## src/rtl/cand_sched_pkg.sv

```systemverilog
package cand_sched_pkg;

    typedef enum logic [1:0] {
        ST_IDLE = 2'd0,
        ST_WAIT = 2'd1,
        ST_LOAD = 2'd2,
        ST_EVAL = 2'd3
    } sched_state_t;

endpackage

```

## src/rtl/cand_fifo.sv

```systemverilog
module cand_fifo #(
    parameter int W     = 8,
    parameter int DEPTH = 4
) (
    input  logic                         clk,
    input  logic                         rst_n,
    input  logic                         push,
    input  logic [W-1:0]                 din,
    input  logic                         pop,
    output logic [W-1:0]                 dout,
    output logic                         empty,
    output logic                         full,
    output logic [$clog2(DEPTH+1)-1:0]   count
);
    localparam int AW   = (DEPTH > 1) ? $clog2(DEPTH) : 1;
    localparam int CNTW = $clog2(DEPTH + 1);
    localparam logic [AW-1:0]   LAST_PTR = AW'(DEPTH - 1);
    localparam logic [CNTW-1:0] FULL_CNT = CNTW'(DEPTH);

    logic [W-1:0]    mem [DEPTH];
    logic [AW-1:0]   wr_ptr;
    logic [AW-1:0]   rd_ptr;
    logic [CNTW-1:0] cnt;
    logic            do_push;
    logic            do_pop;

    assign empty   = (cnt == '0);
    assign full    = (cnt == FULL_CNT);
    assign count   = cnt;
    assign dout    = mem[rd_ptr];
    assign do_pop  = pop && !empty;
    assign do_push = push && (!full || do_pop);

    always_ff @(posedge clk) begin
        if (do_push) begin
            mem[wr_ptr] <= din;
        end
    end

    always_ff @(posedge clk) begin
        if (!rst_n) begin
            wr_ptr <= '0;
            rd_ptr <= '0;
            cnt    <= '0;
        end else begin
            if (do_push) begin
                wr_ptr <= (wr_ptr == LAST_PTR) ? '0 : wr_ptr + 1'b1;
            end
            if (do_pop) begin
                rd_ptr <= (rd_ptr == LAST_PTR) ? '0 : rd_ptr + 1'b1;
            end
            case ({do_push, do_pop})
                2'b10:   cnt <= cnt + 1'b1;
                2'b01:   cnt <= cnt - 1'b1;
                default: cnt <= cnt;
            endcase
        end
    end


    no_overflow_chk: assert property (@(posedge clk) disable iff (!rst_n)
        (push && !(pop && !empty)) |-> !full);


    pop_empty_chk: assert property (@(posedge clk) disable iff (!rst_n)
        (pop && empty && !push) |=> empty);

endmodule

```

## src/rtl/cand_bank_valid.sv

```systemverilog
module cand_bank_valid #(
    parameter int NUM_BANKS = 8,
    parameter int BW        = 3
) (
    input  logic                 clk,
    input  logic                 rst_n,
    input  logic                 set_en,
    input  logic [BW-1:0]        set_idx,
    input  logic                 clr_en,
    input  logic [BW-1:0]        clr_idx,
    output logic [NUM_BANKS-1:0] valid
);
    logic [NUM_BANKS-1:0] valid_q;

    assign valid = valid_q;

    for (genvar b = 0; b < NUM_BANKS; b++) begin : g_bank
        always_ff @(posedge clk) begin
            if (!rst_n) begin
                valid_q[b] <= 1'b0;
            end else if (set_en && (set_idx == BW'(b))) begin
                valid_q[b] <= 1'b1;
            end else if (clr_en && (clr_idx == BW'(b))) begin
                valid_q[b] <= 1'b0;
            end
        end
    end


    set_wins_chk: assert property (@(posedge clk) disable iff (!rst_n)
        set_en |=> valid_q[$past(set_idx)]);

endmodule

```

## src/rtl/cand_sched_fsm.sv

```systemverilog
module cand_sched_fsm
    import cand_sched_pkg::*;
#(
    parameter int NUM_BANKS = 8,
    parameter int NUM_COLS  = 8,
    parameter int BW        = 3,
    parameter int CW        = 3
) (
    input  logic          clk,
    input  logic          rst_n,
    input  logic          run_en,
    input  logic          early_end,
    input  logic          bank_ready,
    output logic [BW-1:0] bank,
    output logic [CW-1:0] col,
    output logic          col_load,
    output logic          fit_start,
    output logic          last_col
);
    localparam logic [CW-1:0] LAST_COL  = CW'(NUM_COLS - 1);
    localparam logic [BW-1:0] LAST_BANK = BW'(NUM_BANKS - 1);

    sched_state_t  state;
    sched_state_t  state_nxt;
    logic [CW-1:0] col_nxt;
    logic [BW-1:0] bank_nxt;

    always_ff @(posedge clk) begin
        if (!rst_n) begin
            state <= ST_IDLE;
            col   <= '0;
            bank  <= '0;
        end else begin
            state <= state_nxt;
            col   <= col_nxt;
            bank  <= bank_nxt;
        end
    end

    always_comb begin
        state_nxt = state;
        col_nxt   = col;
        bank_nxt  = bank;
        unique case (state)
            ST_IDLE: begin
                if (run_en) state_nxt = ST_WAIT;
            end
            ST_WAIT: begin
                if (!run_en) begin
                    state_nxt = ST_IDLE;
                end else if (bank_ready) begin
                    state_nxt = ST_LOAD;
                    col_nxt   = '0;
                end
            end
            ST_LOAD: begin
                if (col == LAST_COL) begin
                    state_nxt = ST_EVAL;
                    col_nxt   = '0;
                    bank_nxt  = (bank == LAST_BANK) ? '0 : bank + 1'b1;
                end else begin
                    col_nxt = col + 1'b1;
                end
            end
            ST_EVAL: begin
                if (early_end) begin
                    if (run_en && bank_ready) begin
                        state_nxt = ST_LOAD;
                        col_nxt   = '0;
                    end else if (run_en) begin
                        state_nxt = ST_WAIT;
                    end else begin
                        state_nxt = ST_IDLE;
                    end
                end
            end
            default: state_nxt = ST_IDLE;
        endcase
    end

    always_comb begin
        col_load  = (state == ST_LOAD);
        fit_start = col_load && (col == CW'(1));
        last_col  = col_load && (col == LAST_COL);
    end


    col_step_chk: assert property (@(posedge clk) disable iff (!rst_n)
        (col_load && col != '0) |-> ($past(col_load) && col == $past(col) + 1'b1));


    start_pulse_chk: assert property (@(posedge clk) disable iff (!rst_n)
        fit_start |=> !fit_start);


    bank_wrap_chk: assert property (@(posedge clk) disable iff (!rst_n)
        (last_col && bank == LAST_BANK) |=> (bank == '0 && !col_load));


    stop_chk: assert property (@(posedge clk) disable iff (!rst_n)
        (!run_en && !col_load && state != ST_EVAL) |=> !col_load);


    wait_hold_chk: assert property (@(posedge clk) disable iff (!rst_n)
        (state == ST_WAIT && !bank_ready) |=> (!col_load && $stable(bank)));

endmodule

```

## src/rtl/cand_sched.sv

```systemverilog
module cand_sched #(
    parameter int NUM_BANKS = 8,
    parameter int NUM_COLS  = 8,
    parameter int FIT_W     = 24,
    parameter int RES_DEPTH = 4,
    localparam int BW       = $clog2(NUM_BANKS),
    localparam int CW       = $clog2(NUM_COLS)
) (
    input  logic             clk,
    input  logic             rst_n,
    input  logic             run_en,
    input  logic             refill_we,
    input  logic [BW-1:0]    refill_bank,
    output logic             col_load,
    output logic [CW-1:0]    col_idx,
    output logic [BW-1:0]    col_bank,
    output logic             fit_start,
    input  logic             fit_early_end,
    input  logic             fit_done,
    input  logic [FIT_W-1:0] fit_value,
    output logic             irq,
    output logic [BW-1:0]    irq_bank,
    output logic [FIT_W-1:0] irq_fitness,
    input  logic             irq_ack
);
    localparam int CNTW  = $clog2(RES_DEPTH + 1);
    localparam int SUMW  = CNTW + 1;
    localparam int RES_W = BW + FIT_W;
    localparam logic [SUMW-1:0] LIMIT = SUMW'(RES_DEPTH);

    logic [BW-1:0]        cur_bank;
    logic [CW-1:0]        cur_col;
    logic                 last_col;
    logic                 bank_ready;
    logic [NUM_BANKS-1:0] valid;
    logic [BW-1:0]        tag_dout;
    logic                 tag_empty;
    logic                 tag_full;
    logic [CNTW-1:0]      tag_cnt;
    logic [RES_W-1:0]     res_dout;
    logic                 res_empty;
    logic                 res_full;
    logic [CNTW-1:0]      res_cnt;
    logic [SUMW-1:0]      occupancy;

    assign occupancy  = {1'b0, res_cnt} + {1'b0, tag_cnt};
    assign bank_ready = valid[cur_bank] && (occupancy < LIMIT);

    cand_sched_fsm #(
        .NUM_BANKS (NUM_BANKS),
        .NUM_COLS  (NUM_COLS),
        .BW        (BW),
        .CW        (CW)
    ) u_fsm (
        .clk        (clk),
        .rst_n      (rst_n),
        .run_en     (run_en),
        .early_end  (fit_early_end),
        .bank_ready (bank_ready),
        .bank       (cur_bank),
        .col        (cur_col),
        .col_load   (col_load),
        .fit_start  (fit_start),
        .last_col   (last_col)
    );

    cand_bank_valid #(
        .NUM_BANKS (NUM_BANKS),
        .BW        (BW)
    ) u_valid (
        .clk     (clk),
        .rst_n   (rst_n),
        .set_en  (refill_we),
        .set_idx (refill_bank),
        .clr_en  (last_col),
        .clr_idx (cur_bank),
        .valid   (valid)
    );

    cand_fifo #(
        .W     (BW),
        .DEPTH (RES_DEPTH)
    ) u_tags (
        .clk   (clk),
        .rst_n (rst_n),
        .push  (fit_start),
        .din   (cur_bank),
        .pop   (fit_done),
        .dout  (tag_dout),
        .empty (tag_empty),
        .full  (tag_full),
        .count (tag_cnt)
    );

    cand_fifo #(
        .W     (RES_W),
        .DEPTH (RES_DEPTH)
    ) u_results (
        .clk   (clk),
        .rst_n (rst_n),
        .push  (fit_done),
        .din   ({tag_dout, fit_value}),
        .pop   (irq_ack),
        .dout  (res_dout),
        .empty (res_empty),
        .full  (res_full),
        .count (res_cnt)
    );

    assign col_idx     = cur_col;
    assign col_bank    = cur_bank;
    assign irq         = !res_empty;
    assign irq_bank    = res_dout[FIT_W +: BW];
    assign irq_fitness = res_dout[FIT_W-1:0];


    done_has_tag_chk: assert property (@(posedge clk) disable iff (!rst_n)
        fit_done |-> !tag_empty);


    tag_room_chk: assert property (@(posedge clk) disable iff (!rst_n)
        fit_start |-> !tag_full);


    result_room_chk: assert property (@(posedge clk) disable iff (!rst_n)
        fit_done |-> (!res_full || irq_ack));


    bank_clear_chk: assert property (@(posedge clk) disable iff (!rst_n)
        (last_col && !(refill_we && refill_bank == cur_bank)) |=> !valid[$past(cur_bank)]);


    load_needs_valid_chk: assert property (@(posedge clk) disable iff (!rst_n)
        (!col_load) ##1 col_load |-> $past(valid[cur_bank]));

endmodule

```

## config.mk

```make
export PLATFORM = sky130hd
export DESIGN_NAME = cand_sched
export DESIGN_NICKNAME = d
export VERILOG_FILES = /design/src/rtl/cand_sched_pkg.sv /design/src/rtl/cand_fifo.sv /design/src/rtl/cand_bank_valid.sv /design/src/rtl/cand_sched_fsm.sv /design/src/rtl/cand_sched.sv
export SDC_FILE = /design/constraint.sdc
export NUM_CORES = 1
export LEC_CHECK = 0
export ABC_AREA = 1
export CAP_MARGIN = 20
export CORE_ASPECT_RATIO = 1.2
export CORE_UTILIZATION = 35
export DETAILED_ROUTE_END_ITERATION = 8
export HOLD_SLACK_MARGIN = 0.05
export SYNTH_ARGS = -nofsm -noshare
export SYNTH_HDL_FRONTEND = slang
export SYNTH_SLANG_ARGS = --single-unit
```

## constraint.sdc

```tcl
create_clock -name clk -period 2.8 [get_ports clk]
set_input_delay 0.7 -clock clk [delete_from_list [all_inputs] [get_ports clk]]
set_output_delay 0.7 -clock clk [all_outputs]
set_load 0.01 [all_outputs]
```

==> flow_summary_export.csv <==
group,metric,value,unit
status,outcome,"complete, no violations",
global_route,first_pass_grt_wire_length,20900,microns
layout,syn_to_final_growth,26.4,%
sta,rsz0062_at_grt,"true",
yosys,ys_seq_elements,154,
place,gp_congestion,0.784,
setup_path,ff2ff_path_depth,12,
floorplanning,rows,53,
global_route,first_global_vias,4305,
setup_path,worstPathCellList,"clkinv_1, buf_12, o21ai_0, o22ai_1, clkdlybuf4s50_1",
yosys,yosys.area.top_type_share,57.2,%
sta,worst_pin_slew,546,ps
place,buffer_ports.inserted,69,
sta,final.min_clock_period,2690,ps
route,post_drt_via_cell_ratio,4.89,
place,placed_area,0.00739,sq mm
clock_tree,number_of_buffers_created_by_cts,17,
route,route.detailed.drc,0,
yosys,synthesis.yosys.warnings,0,
layout,number_of_fill_cells_in_the_layout,1587,
route,first_drt_iteration_drcs,311,
power,finalPower,7.00,mW
yosys,ys_top_cells_by_count,"120 x sky130_fd_sc_hd__edfxtp_1, 86 x sky130_fd_sc_hd__nor2_1, 74 x sky130_fd_sc_hd__o21ai_0",
place,place_worst_setup_slack,192,ps
hold_path,hp-class,"reg -> reg",
sta,slew_headroom,63.6,%
yosys,synth_area_leader_cell,"sky130_fd_sc_hd__edfxtp_1",
setup_path,worst_path_largest_cell_delay,590,ps
setup_path,timing.critical_path.from_type,"flop",
setup_path,worstPathArrival,1990,ps
clock_tree,cts_resized,0,
power,power.leakage,2.84,nW
route,routed-via-count,4202,
setup_path,critical_path_depth,5,
clock_tree,cts_tree,"yes",
setup_path,critical_path_buf_inv_count,3,
sta,setup_viol,0,
clock_tree,clkTransAtPathRegs,60,ps
power,ir_drop,0.404,mV
route,totalWireLength,12600,microns
setup_path,regToRegStartpoint,"u_results.count[1]",
layout,num_antenna_cells,0,
setup_path,cp-end-kind,"output pin",
sta,final_max_slew_viol_count,0,
route,detail_route.wl_per_cell,14.7,microns
setup_path,path_class,"reg -> out",
floorplanning,core_region_area,0.0176,sq mm
place,post_detail_place_hpwl,7900,microns
yosys,sequential_share_of_the_synthesized_area,68.0,%
floorplanning,initial_utilization,35.9,%
yosys,synth_enable_flop_cells,120,
clock_tree,cts_root_buf,"sky130_fd_sc_hd__clkbuf_16",
yosys,synth_area_per_inst,11.6,sq um
floorplanning,floorplan.die_area,0.0186,sq mm
power,power-per-cell-area,878,mW/mm^2
layout,layout_cells_sized_above_1,9.70,%
clock_tree,cts.sink_count,154,
route,number_of_search_and_repair_iterations_in_the_first_detailed_routing_pass,4,
setup_path,cpLargestDelayFamily,"buffers and inverters",
yosys,syn_nets,600,
setup_path,worst_ep_required_time,2100,ps
global_route,global_route.overflow_total,0,
clock_tree,max-clock-path-buffers,2,
route,route.antenna.remaining_nets,0,
sta,worst_clock_skew,5.99,ps
sta,fin_hold_ws,464,ps
global_route,initial_antenna_violation_count,0,
setup_path,crit_path_top_delay_cell,"sky130_fd_sc_hd__clkdlybuf4s50_1",
yosys,dominantRegCellSynth,"sky130_fd_sc_hd__edfxtp_1",
layout,fin_nets,684,
sta,post-route-worst-setup-slack,105,ps
setup_path,r2r_end,"u_results.count[2]",
sta,fin_crit_sh,96.2,%
yosys,syn_inst,542,
sta,max_freq,371,MHz
floorplanning,die-height,149,microns
floorplanning,num_io_pins,70,
sta,final_hold_viol_count,0,
layout,design_area,0.00797,sq mm
job,maxCapViolCount,0,
yosys,synth.most_common_cell,"sky130_fd_sc_hd__edfxtp_1",
global_route,grt_max_degree,55,
clock_tree,worstSkewPairLatency,420,ps
hold_path,whs_path_depth,2,
setup_path,setup.reg_to_reg.worst_slack,770,ps
clock_tree,cts_post_setup_buffers_inserted,0,
clock_tree,cts.hold.buffers_added,0,
floorplanning,die_w,125,microns
global_route,grtUsageTotal,14.5,%
yosys,postSynth.asyncResetShare,0,%
sta,final.setup.tns,0,ps
yosys,synthTopCellsByArea,"sky130_fd_sc_hd__edfxtp_1 57%, sky130_fd_sc_hd__dfxtp_1 11%, sky130_fd_sc_hd__o21ai_0 5.9%",
yosys,synth_area,0.00630,sq mm
clock_tree,cts_max_level,4,
setup_path,critical_path_peak_fanout,54,
yosys,synth.distinct_cells,32,
setup_path,setup.worst_path.end,"irq_bank[2]",
-- how the worst min path moves through the flow --
stage | from | to
global route | u_valid.valid[6] | u_valid.valid[6]
detailed placement | u_valid.valid[1] | u_valid.valid[1]
global placement | u_valid.valid[0] | u_valid.valid[0]
finish | u_valid.valid[6] | u_valid.valid[6]
floorplan | u_valid.valid[3] | u_valid.valid[3]
CTS | u_valid.valid[6] | u_valid.valid[6]
-- logic make-up (layout without fill, tap and decap cells) --
| logic type | Yosys count | in the layout | share of synthesized area (%) |
|---|---|---|---|
| AND/OR/NAND/NOR | 158 | 158 | 10.4 |
| flip-flops | 154 | 154 | 68.0 |
| AO/OA/AOI/OAI | 140 | 140 | 12.6 |
| buffers and inverters | 66 | 163 | 4.07 |
| adder cells (fa/ha/maj) | 24 | 24 | 5.00 |
-- flip-flops by register name, summed over array words and instances (netlist names), 3 cells and up, named ones only --
register	flops
u_fsm.bank	3
u_fsm.col	3
u_results.count	3
u_results.mem	108
u_tags.count	3
u_tags.mem	12
u_valid.valid	8
-- layer usage --
metal | GRT usage (%) | wire length, microns | part of all wire [%] | vias to the layer above
met1 | 16.8 | 5480 | 43 | 2019
met5 | 0 | 0 | 0 | -
li1 | - | - | - | 2085
met3 | 3.55 | 379 | 3.0 | 14
met4 | 5.48 | 159 | 1.3 | 0
met2 | 25.7 | 6630 | 52 | 84
-- metrics by stage --
step	utilization (%)	cells
2_1_floorplan	-	542
3_3_place_gp	42.1	827
3_5_place_dp	42.1	827
4_1_cts	45.3	859
5_1_grt	45.3	859
6_report	45.3	859
-- report_power, final --
group	switching, mW	total (mW)	internal, mW	leakage [nW]
Clock	0.967	2.23	1.26	0.275
Sequential	0.116	2.85	2.73	1.37
Combinational	1.05	1.92	0.871	1.20
Total	2.13	7.00	4.86	2.84
-- worst register-to-register path, cell delays in order, from the launching register on --
cell and delay (ps):
sky130_fd_sc_hd__dfxtp_1 340, sky130_fd_sc_hd__nor2_1 150, sky130_fd_sc_hd__nand2_1 90, sky130_fd_sc_hd__nand2_1 110, sky130_fd_sc_hd__a31oi_1 90, sky130_fd_sc_hd__clkinv_1 70
sky130_fd_sc_hd__ha_1 130, sky130_fd_sc_hd__inv_1 70, sky130_fd_sc_hd__fa_1 380, sky130_fd_sc_hd__a21oi_1 160, sky130_fd_sc_hd__o21ai_0 120, sky130_fd_sc_hd__o21ai_0 160
sky130_fd_sc_hd__a21oi_1 60
-- cell type report --
cell class | instances | area, sq um | share of cell area, %
sequential | 154 | 4290 | 53.8
timing repair buffer | 83 | 871 | 10.9
clock buffer | 18 | 429 | 5.39
tap | 220 | 275 | 3.46
inverter | 48 | 180 | 2.26
clock inverter | 14 | 148 | 1.85
multi-input combinational | 322 | 1780 | 22.3
-- cell usage in the layout, fill, tap and decap left out, types with 2 or more instances in the layout --
master | synthesis | final
sky130_fd_sc_hd__clkinvlp_4 | 0 | 3
sky130_fd_sc_hd__inv_2 | 3 | 3
sky130_fd_sc_hd__o22ai_1 | 30 | 30
sky130_fd_sc_hd__fa_1 | 2 | 2
sky130_fd_sc_hd__o211a_1 | 2 | 2
sky130_fd_sc_hd__inv_8 | 0 | 3
sky130_fd_sc_hd__clkdlybuf4s50_1 | 0 | 69
sky130_fd_sc_hd__nand2_2 | 2 | 2
sky130_fd_sc_hd__clkinv_1 | 2 | 2
sky130_fd_sc_hd__nor2_1 | 86 | 82
sky130_fd_sc_hd__inv_6 | 0 | 7
sky130_fd_sc_hd__a21oi_1 | 25 | 25
sky130_fd_sc_hd__nand2_1 | 48 | 48
sky130_fd_sc_hd__edfxtp_1 | 120 | 120
sky130_fd_sc_hd__nor2_2 | 0 | 3
sky130_fd_sc_hd__o21ai_0 | 74 | 74
sky130_fd_sc_hd__a211oi_1 | 3 | 3
sky130_fd_sc_hd__nand3_1 | 14 | 14
sky130_fd_sc_hd__ha_1 | 22 | 22
sky130_fd_sc_hd__buf_4 | 0 | 8
sky130_fd_sc_hd__clkbuf_16 | 0 | 17
sky130_fd_sc_hd__dfxtp_1 | 34 | 33
sky130_fd_sc_hd__inv_1 | 43 | 43
sky130_fd_sc_hd__nor2_4 | 1 | 2
sky130_fd_sc_hd__buf_12 | 0 | 6
sky130_fd_sc_hd__or2_2 | 2 | 2
(Power assumes the default switching activity.)
